===== config.mk =====
export PLATFORM = sky130hd
export DESIGN_NAME = combolock_fsm
export DESIGN_NICKNAME = d
export VERILOG_FILES = /design/src/rtl/combolock_pkg.sv /design/src/rtl/lock_step_match.sv /design/src/rtl/lock_next_state.sv /design/src/rtl/lock_state_reg.sv /design/src/rtl/combolock_fsm.sv
export SDC_FILE = /design/constraint.sdc
export NUM_CORES = 1
export LEC_CHECK = 0
export BUFFER_PORTS_ARGS = -buffer_cell sky130_fd_sc_hd__buf_2
export CAP_MARGIN = 40
export CORE_AREA = 2 2 39 41
export CTS_CLUSTER_SIZE = 28
export DETAILED_ROUTE_END_ITERATION = 10
export DIE_AREA = 0 0 41 43
export SLEW_MARGIN = 25
export SYNTH_ARGS = -nofsm -noshare
export SYNTH_HDL_FRONTEND = slang
export SYNTH_SLANG_ARGS = --single-unit

===== constraint.sdc =====
create_clock -name clk -period 3.01 [get_ports clk]
set_clock_uncertainty 0.1 [all_clocks]
set_input_delay 0.301 -clock clk [delete_from_list [all_inputs] [get_ports clk]]
set_output_delay 0.301 -clock clk [all_outputs]
set_load 0.005 [all_outputs]

===== src/rtl/combolock_pkg.sv =====
// Package: shared types for the dial combination lock.
// Assumes: two state bits suffice for the four progress states.
package combolock_pkg;

    // Progress through the combination; codes are fixed by the design.
    typedef enum logic [1:0] {
        ST_IDLE = 2'b00,
        ST_ONE  = 2'b01,
        ST_TWO  = 2'b10,
        ST_OPEN = 2'b11
    } lock_state_e;

    // Number of entries in the combination.
    localparam int unsigned STEP_COUNT = 3;

    // Direction encoding of an entry.
    localparam logic DIR_LEFT  = 1'b0;
    localparam logic DIR_RIGHT = 1'b1;

endpackage


===== src/rtl/lock_step_match.sv =====
// Module: lock_step_match
// Compares the current dial entry with every element of the combination
// and raises one hit bit per element. Purely combinational.
// Assumes: element i occupies bits [i*VAL_W +: VAL_W] of STEP_VALS and bit i
// of STEP_DIRS.
module lock_step_match #(
    parameter int unsigned VAL_W = 6,
    parameter int unsigned STEPS = 3,
    parameter logic [STEPS-1:0]       STEP_DIRS = '0,
    parameter logic [STEPS*VAL_W-1:0] STEP_VALS = '0
) (
    input  logic             entry_dir,
    input  logic [VAL_W-1:0] entry_val,
    output logic [STEPS-1:0] step_hit
);

    for (genvar i = 0; i < STEPS; i++) begin : g_step
        // Direction and number must both agree for a hit.
        always_comb begin
            step_hit[i] = (entry_dir == STEP_DIRS[i]) &&
                          (entry_val == STEP_VALS[i*VAL_W +: VAL_W]);
        end
    end

endmodule


===== src/rtl/lock_next_state.sv =====
// Module: lock_next_state
// Next-state logic of the lock. Only a valid entry moves the state.
// Assumes: step_hit[0..2] are the hits for the first, second and third
// elements of the combination.
module lock_next_state
    import combolock_pkg::*;
(
    input  lock_state_e cur_state,
    input  logic        entry_vld,
    input  logic [2:0]  step_hit,
    output lock_state_e nxt_state
);

    // Choose the next state from the present state and the entry hits.
    always_comb begin
        nxt_state = cur_state;
        if (entry_vld) begin
            unique case (cur_state)
                ST_IDLE: nxt_state = step_hit[0] ? ST_ONE : ST_IDLE;
                ST_ONE:  nxt_state = step_hit[1] ? ST_TWO :
                                     (step_hit[0] ? ST_ONE : ST_IDLE);
                ST_TWO:  nxt_state = step_hit[2] ? ST_OPEN :
                                     (step_hit[0] ? ST_ONE : ST_IDLE);
                ST_OPEN: nxt_state = ST_IDLE;
                default: nxt_state = ST_IDLE;
            endcase
        end
    end

endmodule


===== src/rtl/lock_state_reg.sv =====
// Module: lock_state_reg
// The two state flip-flops of the lock.
// Assumes: rst_n is synchronous and active low.
module lock_state_reg
    import combolock_pkg::*;
(
    input  logic        clk,
    input  logic        rst_n,
    input  lock_state_e nxt_state,
    output lock_state_e cur_state
);

    // Register the next state; reset clears all progress.
    always_ff @(posedge clk) begin
        if (!rst_n) cur_state <= ST_IDLE;
        else        cur_state <= nxt_state;
    end

endmodule


===== src/rtl/combolock_fsm.sv =====
// Module: combolock_fsm (top)
// Sequential dial lock. It opens after three direction/number entries
// arrive in the configured order and decodes the open flag from the state.
// Assumes: one entry per entry_vld pulse, with inputs stable around the edge.
module combolock_fsm
    import combolock_pkg::*;
#(
    parameter int unsigned VAL_W = 6,
    parameter logic        DIR1  = DIR_RIGHT,
    parameter int unsigned VAL1  = 13,
    parameter logic        DIR2  = DIR_LEFT,
    parameter int unsigned VAL2  = 22,
    parameter logic        DIR3  = DIR_RIGHT,
    parameter int unsigned VAL3  = 3
) (
    input  logic             clk,
    input  logic             rst_n,
    input  logic             entry_vld,
    input  logic             entry_dir,
    input  logic [VAL_W-1:0] entry_val,
    output logic             unlocked
);

    localparam logic [VAL_W-1:0] V1 = VAL1[VAL_W-1:0];
    localparam logic [VAL_W-1:0] V2 = VAL2[VAL_W-1:0];
    localparam logic [VAL_W-1:0] V3 = VAL3[VAL_W-1:0];
    localparam logic [STEP_COUNT-1:0]       STEP_DIRS = {DIR3, DIR2, DIR1};
    localparam logic [STEP_COUNT*VAL_W-1:0] STEP_VALS = {V3, V2, V1};

    logic [STEP_COUNT-1:0] step_hit;
    lock_state_e           cur_state;
    lock_state_e           nxt_state;

    lock_step_match #(
        .VAL_W     (VAL_W),
        .STEPS     (STEP_COUNT),
        .STEP_DIRS (STEP_DIRS),
        .STEP_VALS (STEP_VALS)
    ) u_match (
        .entry_dir (entry_dir),
        .entry_val (entry_val),
        .step_hit  (step_hit)
    );

    lock_next_state u_next (
        .cur_state (cur_state),
        .entry_vld (entry_vld),
        .step_hit  (step_hit),
        .nxt_state (nxt_state)
    );

    lock_state_reg u_state (
        .clk       (clk),
        .rst_n     (rst_n),
        .nxt_state (nxt_state),
        .cur_state (cur_state)
    );

    // Open flag decoded from the stored state only.
    always_comb begin
        unlocked = (cur_state == ST_OPEN);
    end

endmodule


* After elaboration in Yosys (flattened, before gate mapping)
Cells that the tools add are included.
** Storage, ports and cells
- Bits in registers :: 2
- Input bits :: 10
- Word-level logic and storage cells :: 16
- Output and inout bits :: 1
** Cells by class
- Reduce and logical (&&, ||, !) cells :: 4
- Multiplexer cells :: 4
- Bitwise gates (word level) :: 1
- Eq/ne operators :: 6
** Operators by type and width (count)
- $pmux 2 s4 :: 1
- $eq 6x2->1 const B :: 1
- $eq 6x4->1 const B :: 1
- $eq 6x5->1 const B :: 1
- $eq 2x2->1 const B :: 2
- $mux 2 :: 2
- $logic_and 1x1->1 :: 3
- $eq 2x1->1 const B :: 1
- $logic_not 2->1 :: 1
- $mux 1 :: 1
- $not 1->1 :: 1

* Longest topological paths before layout
Gate-level depths: netlist of the first run.
- Depth in word-level cells :: 5
- Depth in mapped cells :: 3
- Mapped depth without buffers :: 3

* Hierarchy
A second synthesis of the first run with hierarchy kept.
** Second synthesis, totals
- Cell total of the unflattened synthesis :: 22
- Area, all modules :: 170.2 um^2
** Modules (own cells, without submodules)
- lock_next_state :: area each 60.1 um^2, cells each 10, times used 1, sequential area each 0.0 um^2
- lock_state_reg :: area each 52.6 um^2, cells each 4, times used 1, sequential area each 40.0 um^2
- lock_step_match :: area each 51.3 um^2, cells each 7, times used 1, sequential area each 0.0 um^2
- combolock_fsm :: area each 6.3 um^2, cells each 1, times used 1, sequential area each 0.0 um^2

* Worst setup path after synthesis of the first run
OpenSTA, ideal clock, no wires.
- Path type :: register to register
- Start :: register u_state.cur_state[1]
- End :: register u_state.cur_state[1]
- Path slack :: 2.045 ns
- Period minus slack after synthesis :: 0.965 ns
- Data required time :: 2.841 ns
- Library setup time :: 0.069 ns
- Stages on the path, launching flop included :: 4
- Arrival time :: 0.796 ns
- Buffers on the path :: 0
- Path through :: dfxtp_1 nor4bb_1 a22oi_1 o21ai_1
** On the way
- Cells in the longest elaborated chain, start to end :: 2
- Elaborated cells between the ends (all ways) :: 5
- Classes of those cells :: eq/ne (3); mux (1); reduce/logical (1)
** Ends and longest elaborated chain
- start: declaration :: line lock_state_reg.sv:10 : output lock_state_e cur_state
- start signal: assignment :: line lock_state_reg.sv:16 : else cur_state <= nxt_state;
- $eq 2x2->1, or another cell as far along :: line lock_next_state.sv:18 : unique case (cur_state)
- $pmux 2 s4 (*) :: line lock_next_state.sv:18
Every way passes the cells marked *; elsewhere a longest branch is shown, timed or not.
A chain may end at the register's enable or synchronous reset.

* Worst setup path after layout of the first run
- Start :: register u_state.cur_state[1]
- End :: output port unlocked
** On the way
- Cells in the longest elaborated chain, start to end :: 1
** Ends and longest elaborated chain
- $eq 2x2->1 :: line combolock_fsm.sv:61 : unlocked = (cur_state == ST_OPEN);
- end: declaration :: line combolock_fsm.sv:21 : output logic unlocked
Every way passes these cells.

==> flow_summary.ini, run 1 <==
[floorplan]
placementRows = 14
die_y_um = 43
initial_utilization_pct = 11.8
dieArea_um2 = 1760
die_w_um = 41
coreArea_um2 = 1380
num_io_pins = 11

[global_routing]
grt_util_met2_pct = 6.25
grt_use_met1_pct = 7.64
antenna_found_initial = 0
grt_overflow = 0
grt_pass1_wl_um = 655
grt_max_degree = 7
grt_use_total_pct = 6.21
busiest_layer = met1
grt_pass1_vias = 153
grt_use_met3_pct = 4.71

[clock_network]
worstSkewPairLatency_ns = 0.22
cts_buffers = 3
cts.sinks = 2
root_buffer = clkbuf_4
clk_path_buf_depth = 2
cts_setup_buffers = 0
htreeDepth = 1
cts_tree = yes
ctsHoldBuffers = 0
clkTransAtPathRegs_ns = 0.03
postCtsResizedCells = 0

[yosys]
ys_seq_area_share_pct = 24.6
async_reset_ff_share_pct = 0
yosys-top-cells-area = dfxtp_1 25%, nor4bb_1 12%, and3b_1 11%
ys_ff_latch = 2
yosysTopAreaCell = dfxtp_1
synth_edf_count = 0
yosysWarningCount = 0
synth_area_per_cell_um2 = 9.04
synthTopCellsByCount = 2 x and3b_1, 2 x dfxtp_1, 2 x nor4bb_1
yosys.area.top_type_share_pct = 24.6
syn_nets = 28
synthCells = 18
syn_area_um2 = 163
ys.flop_type = dfxtp_1
yosysUniqueCellTypes = 15

[route]
vias = 185
avgViaCountPerCell = 3.94
drt_wl_total_um = 430
drt_first_pass_iters = 1
drcViolationCount = 0
ant_nets = 0
routedWlPerCell_um = 9.15
drt_iter0_markers = 0

[finish]
reg_top3 = u_state.cur_state x2
final_nets = 43
areaGrowthSynthToFinish_pct = 56.9
finalInstanceArea_um2 = 255
largest_reg_flops = 2
drive_above_1_share_pct = 45.2
top_register = u_state.cur_state
n_antenna_cell = 0
fin_util_pct = 18.4

[timing]
setup_viol = 0
rsz0062_at_grt = false
finalCriticalPeriod_ns = 1.27
tightest_slew_ns = 0.230
fmax_ghz = 0.788
final_max_slew_viol_count = 0
setup_tns_ns = 0
finalCritPeriodShare_pct = 42.2
finalHoldViolations = 0
slew-limit-headroom_pct = 84.4

[power_and_ir_drop]
switching_share_pct = 19.9
switching_power_uw = 19.3
p_leak_uw = 0.000112
seqPwrFrac_pct = 27.6
p_clk_share_pct = 60.3
internal_power_uw = 77.9
pwr-share-comb_pct = 12.1
vdd_drop_max_uv = 50.4
power_per_cell_area_nw_per_um2 = 381

[placement]
gp_congestion = 0.604
placed_area_um2 = 233
portBuffers = 10

[setup_path]
critPathKind = register to output pin
start_kind = register
cp.arrival_ns = 0.87
crit_path_end_kind = output pin
cp_max_fo = 6
cp_data_required_time_ns = 2.61

[worst_hold_path]
hold_path.class = input pin to register

[run]
drv_cap = 0

[status]
status = finished, final reports clean
-- power by group through the flow --
stage                     combinational [µW]  clock, µW  sequential, µW
after global placement                  11.4          0            27.1
final                                   11.8       58.6            26.8
after CTS                               12.0       63.0            26.8
after global routing                    13.0       67.5            26.8
after floorplan                         3.85          0            27.1
after detailed placement                11.9          0            27.1
-- kinds of logic after synthesis --
| group | Yosys count | synth area share (%) |
|---|---|---|
| flip-flops | 2 | 24.6 |
| AO/OA/AOI/OAI | 5 | 20.8 |
| AND/OR/NAND/NOR | 11 | 54.6 |
-- cell type report --
| cell class | instances | area (µm²) |
|---|---|---|
| fillers | 158 | 1130 |
| multi-input cells | 16 | 123 |
| repair buffers | 10 | 50.0 |
| flip-flops and latches | 2 | 40.0 |
| clock buffers | 3 | 22.5 |
| well taps | 16 | 20.0 |
-- cell usage in the layout (no fill, tap or decap) --
| cell | Yosys | final |
|---|---|---|
| and3b_1 | 2 | 2 |
| nand2b_1 | 1 | 1 |
| a22oi_1 | 1 | 1 |
| nor3b_1 | 1 | 1 |
| o2111ai_1 | 1 | 1 |
| and4bb_1 | 1 | 1 |
| dfxtp_1 | 2 | 2 |
| nand3b_1 | 1 | 1 |
| nor4bb_1 | 2 | 2 |
| nand2_1 | 1 | 1 |
| clkbuf_4 | 0 | 3 |
| nor2b_1 | 1 | 1 |
| and2_2 | 1 | 1 |
| buf_2 | 0 | 10 |
| a21oi_1 | 1 | 1 |
| o21ai_1 | 1 | 1 |
| a21boi_1 | 1 | 1 |
-- metrics by stage --
step / setup WS [ns] / total power (µW) / cells / hold slack [ns]
after floorplan: 2.04 / 31.0 / 18 / 0.334
after global placement: 1.91 / 38.6 / 44 / 0.406
after detailed placement: 1.88 / 39.0 / 44 / 0.416
after CTS: 1.72 / 102 / 47 / 0.231
after global routing: 1.65 / 107 / 47 / 0.251
final: 1.74 / 97.2 / 47 / 0.242
-- worst max-delay path, cell delays in order (launching register included) --
cell and delay, ns:
dfxtp_1 0.34, and2_2 0.20, buf_2 0.12
-- path summary, 6_finish.rpt --
check	from	to	slack, ns	cells after the start
worst max-delay path	u_state.cur_state[1]	unlocked	1.74	2
worst min-delay path	rst_n	u_state.cur_state[1]	0.24	3
worst max register to register	u_state.cur_state[1]	u_state.cur_state[1]	1.97	3
worst min register to register	u_state.cur_state[0]	u_state.cur_state[0]	0.41	2
-- layer usage --
| layer | wire, µm | share of wire (%) |
|---|---|---|
| met1 | 214 | 50 |
| met2 | 191 | 44 |
| met3 | 23 | 5.3 |
| met4 | 0 | 0 |
| met5 | 0 | 0 |
No activity file was read; power rests on OpenSTA's default activity.
==> run 2, diff against run 1 <==
Settings changed: ABC_AREA from default to 1.
Clock period 3.01 ns to 1.1 ns, I/O delays scaled along.
==> run 2 against run 1 <==
  * Cell area grew 21%
  * Clock-buffer cell count is the same
  * Worst setup slack lost 1.7 ns
  * Final cell count is 51% higher
  * Critical path type unchanged
  * Area after synthesis grew 32%
  * Highest routed layer unchanged
  * Sequential cell count is the same
  * Utilization increased by 3.8 points
  * Largest power group unchanged
  * Largest cell class unchanged
==> flow_summary.ini, run 2 <==
[route]
drt_wl_total_um = 471
drcViolationCount = 0
avgViaCountPerCell = 3.63
drt_iter0_markers = 3
drt_first_pass_iters = 4
vias = 258
ant_nets = 0
routedWlPerCell_um = 6.63

[finish]
final_nets = 67
layout_common_cells = 14 x nand2_1, 10 x buf_2, 9 x inv_1, 9 x nor2_1
mostFrequentLayoutCell = nand2_1
reg_top3 = u_state.cur_state x2
areaGrowthSynthToFinish_pct = 43.0
largest_reg_flops = 2
n_antenna_cell = 0
top_register = u_state.cur_state
drive_above_1_share_pct = 32.7
final_cells = 71

[timing]
setup_tns_ns = 0
rsz0062_at_grt = false
tightest_slew_ns = 0.130
finalCriticalPeriod_ns = 1.05
final_max_slew_viol_count = 0
setup_viol = 0
finalHoldViolations = 0
fmax_ghz = 0.957
finalCritPeriodShare_pct = 95.0
slew-limit-headroom_pct = 91.3

[yosys]
ys_seq_area_share_pct = 18.6
yosysTopAreaCell = nand2_1
yosys.area.top_type_share_pct = 24.4
async_reset_ff_share_pct = 0
yosysMostFrequentCell = nand2_1
synth_area_per_cell_um2 = 5.12
synthTopCellsByCount = 14 x nand2_1, 10 x inv_1, 9 x nor2_1, 3 x nand3_1, 2 x dfxtp_1
syn_area_um2 = 215
yosysUniqueCellTypes = 9
yosys-top-cells-area = nand2_1 24%, dfxtp_1 19%, inv_1 17%
syn_nets = 52
synth_edf_count = 0
ys.flop_type = dfxtp_1
synthCells = 42
ys_ff_latch = 2
yosysWarningCount = 0

[floorplan]
die_y_um = 43
dieArea_um2 = 1760
num_io_pins = 11
initial_utilization_pct = 15.6
placementRows = 14
die_w_um = 41
coreArea_um2 = 1380

[placement]
hpwl_um = 407
placedCellCount = 68
gp_congestion = 0.745
portBuffers = 10

[power_and_ir_drop]
vdd_drop_max_uv = 357
p_leak_uw = 0.000179
power_per_cell_area_nw_per_um2 = 931

[setup_path]
r2r_cells = 6
timing.rr.end = u_state.cur_state[0]
cp_data_required_time_ns = 0.89
critPathLaunch = u_state.cur_state[1]
critPathKind = register to output pin
crit_path_end_kind = output pin
r2r-start = u_state.cur_state[1]
cp_max_fo = 4
worstSetupEndpoint = unlocked
start_kind = register
cp.arrival_ns = 0.84
reg2reg_slack_ns = 0.10

[clock_network]
root_buffer = clkbuf_4
htreeDepth = 1
ctsHoldBuffers = 0
clk_path_buf_depth = 2
cts_buffers = 3
clkTransAtPathRegs_ns = 0.03
cts.sinks = 2
cts_tree = yes
worstSkewPairLatency_ns = 0.22

[global_routing]
grt_max_degree = 5
grt_overflow = 0
grt_pass1_vias = 223
grt_use_total_pct = 7.02
grt_pass1_wl_um = 772
antenna_found_initial = 0

[status]
status = finished, final reports clean

[worst_hold_path]
hold_path.class = input pin to register
worstHoldStart = rst_n

[run]
drv_cap = 0
-- run 2: area by class of cell --
| type | count | area (µm²) |
|---|---|---|
| inverter | 10 | 37.5 |
| timing repair buffer | 10 | 50.0 |
| multi-input combinational | 30 | 138 |
| fill | 172 | 1080 |
| sequential | 2 | 40.0 |
| tap | 16 | 20.0 |
| clock buffer | 3 | 22.5 |
-- run 2: per-layer routing --
layer | vias to the layer above | routed length [µm] | share of wire, % | GRT usage (%)
met2 | 5 | 251 | 53 | 10.0
met5 | - | 0 | 0 | 0
met1 | 105 | 187 | 40 | 6.09
met4 | 0 | 0 | 0 | 10.0
met3 | 0 | 32 | 6.8 | 2.09
li1 | 148 | - | - | -
-- run 2: cells by family after synthesis --
logic type,after synthesis,synth area share [%]
and+or+nand+nor,29,59.9
DFF,2,18.6
AOI/OAI and AO/OA,1,4.07
buffers and inverters,10,17.4
-- run 2: worst min path at each step --
stage	end	slack [ns]	cells after the start
after floorplan	u_state.cur_state[0]	0.15	2
after global placement	u_state.cur_state[0]	0.27	3
after detailed placement	u_state.cur_state[0]	0.27	3
after CTS	u_state.cur_state[0]	0.03	3
after global routing	u_state.cur_state[0]	0.06	3
final	u_state.cur_state[0]	0.04	3
-- run 2: stage by stage --
step	total power (µW)	util, %	setup slack [ns]	hold slack [ns]	area, µm²
after global placement	127	20.6	0.134	0.266	285
after floorplan	104	-	0.187	0.150	215
final	287	22.2	0.0547	0.0432	308
after global routing	308	22.2	0.00382	0.0591	308
after detailed placement	128	20.6	0.0970	0.272	285
after CTS	301	22.2	0.00139	0.0334	308
-- run 2: critical path: stages (launching register included) --
cell     delay [ns]
dfxtp_1        0.36
nand2_1        0.08
inv_2          0.07
buf_2          0.11
-- run 2: power breakdown --
part           switching (µW)  leakage, µW  total, µW  internal (µW)
sequential               1.70    0.0000163       76.8           75.1
combinational            27.2     0.000149       50.0           22.8
clock                    39.7    0.0000138        160            120
total                    68.6     0.000179        287            218
-- run 2: what timing repair did --
item	CTS	global route
setup endpoints to repair	0	1
resized for setup	0	1
buffers inserted	0	0
==> run 3, diff against run 2 <==
Settings changed: PLACE_DENSITY from default to 0.36.
==> run 3 against run 2 <==
  * Critical path depth did not move
  * Cell area rose by 0.41%
  * Clock power barely moved
  * Combinational power rose by 1%
  * Die area did not move
  * Non-clock buffer count did not move
  * Power rose by 1.1%
  * Routed wire length rose by 9.3%
==> flow_summary.ini, run 3 (synthesized netlist as in run 2, its figures left out) <==
[setup_path]
cp.arrival_ns = 0.81
max_stage_delay_ns = 0.34
critPathKind = register to output pin
start_kind = register
critPathTopFamily = flip-flops
crit_path_end_kind = output pin
cpMaxStageDelayCell = dfxtp_2
r2r_cells = 6
cp_data_required_time_ns = 0.89
cp_num_buf_inv = 2
cp_max_fo = 4
crit_cells = 3
crit_chain = nand2_1 > inv_2 > buf_2

[timing]
finalCriticalPeriod_ns = 1.02
fmax_ghz = 0.981
slew-limit-headroom_pct = 91.0
setup_viol = 0
worst_slack_ns = 0.0802
holdWs_ns = 0.0403
final_max_slew_viol_count = 0
tightest_slew_ns = 0.135
finalHoldViolations = 0
finalCritPeriodShare_pct = 92.7
rsz0062_at_grt = false
setup_tns_ns = 0

[status]
status = finished, final reports clean

[finish]
final_nets = 67
drive_above_1_share_pct = 34.5
n_antenna_cell = 0
mostFrequentLayoutCell = nand2_1
top_register = u_state.cur_state
largest_reg_flops = 2
layout_common_cells = 14 x nand2_1, 10 x buf_2, 9 x inv_1, 9 x nor2_1
reg_top3 = u_state.cur_state x2
areaGrowthSynthToFinish_pct = 43.6

[clock_network]
clk_path_buf_depth = 2
cts.sinks = 2
cts_tree = yes
root_buffer = clkbuf_4
worstSkewPairLatency_ns = 0.22
clkTransAtPathRegs_ns = 0.03
htreeDepth = 1
cts_buffers = 3
cts_setup_buffers = 0

[route]
drt_wl_total_um = 515
drt_first_pass_iters = 4
ant_nets = 0
routedWlPerCell_um = 7.25
vias = 262
drcViolationCount = 0
drt_iter0_markers = 3
avgViaCountPerCell = 3.69

[floorplan]
placementRows = 14
die_y_um = 43
dieArea_um2 = 1760
initial_utilization_pct = 15.6
num_io_pins = 11
coreArea_um2 = 1380
die_w_um = 41

[global_routing]
grt_pass1_wl_um = 800
antenna_found_initial = 0
grt_use_total_pct = 7.11
grt_overflow = 0
grt_max_degree = 5
grt_pass1_vias = 241

[worst_hold_path]
hold_depth = 3
hold_path.class = input pin to register

[power_and_ir_drop]
power_per_cell_area_nw_per_um2 = 938
p_leak_uw = 0.000179
vdd_drop_max_uv = 325

[placement]
portBuffers = 10
preCtsSetupSlack_ns = 0.103
gp_congestion = 0.613
hpwl_um = 432

[run]
drv_cap = 0
## run 3: cell counts in the layout (fill, tap and decap cells not counted)
Identical to the previous run, type by type.
## run 3: worst reg2reg max path: stages, from the launching register on
cell	delay (ns)
dfxtp_2	0.34
nand2_1	0.06
nor2_2	0.11
nand2_1	0.05
nand2_1	0.05
nand2_1	0.06
a21oi_2	0.10
## run 3: path summary, 6_finish.rpt
check / startpoint / endpoint / slack, ns
max: u_state.cur_state[1] / unlocked / 0.08
min: rst_n / u_state.cur_state[0] / 0.04
max reg2reg: u_state.cur_state[1] / u_state.cur_state[0] / 0.15
min reg2reg: u_state.cur_state[0] / u_state.cur_state[0] / 0.39
## run 3: area by class of cell
class	count	area, µm²
Timing Repair Buffer	10	50.0
Inverter	10	37.5
Sequential cell	2	41.3
Tap cell	16	20.0
Clock buffer	3	22.5
Multi-Input combinational cell	30	138
Fill cell	162	1070
## run 3: stage by stage
step	power [µW]	utilization, %	area, µm²	std cells
2_1_floorplan	104	-	215	42
3_3_place_gp	130	20.6	285	68
3_5_place_dp	129	20.6	285	68
4_1_cts	306	22.3	309	71
5_1_grt	317	22.3	309	71
6_report	290	22.3	309	71
## run 3: timing repair
| action | in CTS | in global routing |
|---|---|---|
| resized for setup | 1 | 1 |
| setup endpoints to repair | 1 | 1 |
| hold buffers | 0 | 0 |
## run 3: power breakdown
part,internal (µW),switching [µW],total [µW]
clock network,120,41.4,162
registers,75.4,2.00,77.4
logic,22.9,27.7,50.6
total,219,71.1,290
## run 3: per-layer routing
metal	GRT usage [%]	part of all wire (%)
met5	0	0
met4	8.00	0
met3	1.57	5.8
met2	10.3	50
met1	7.35	44
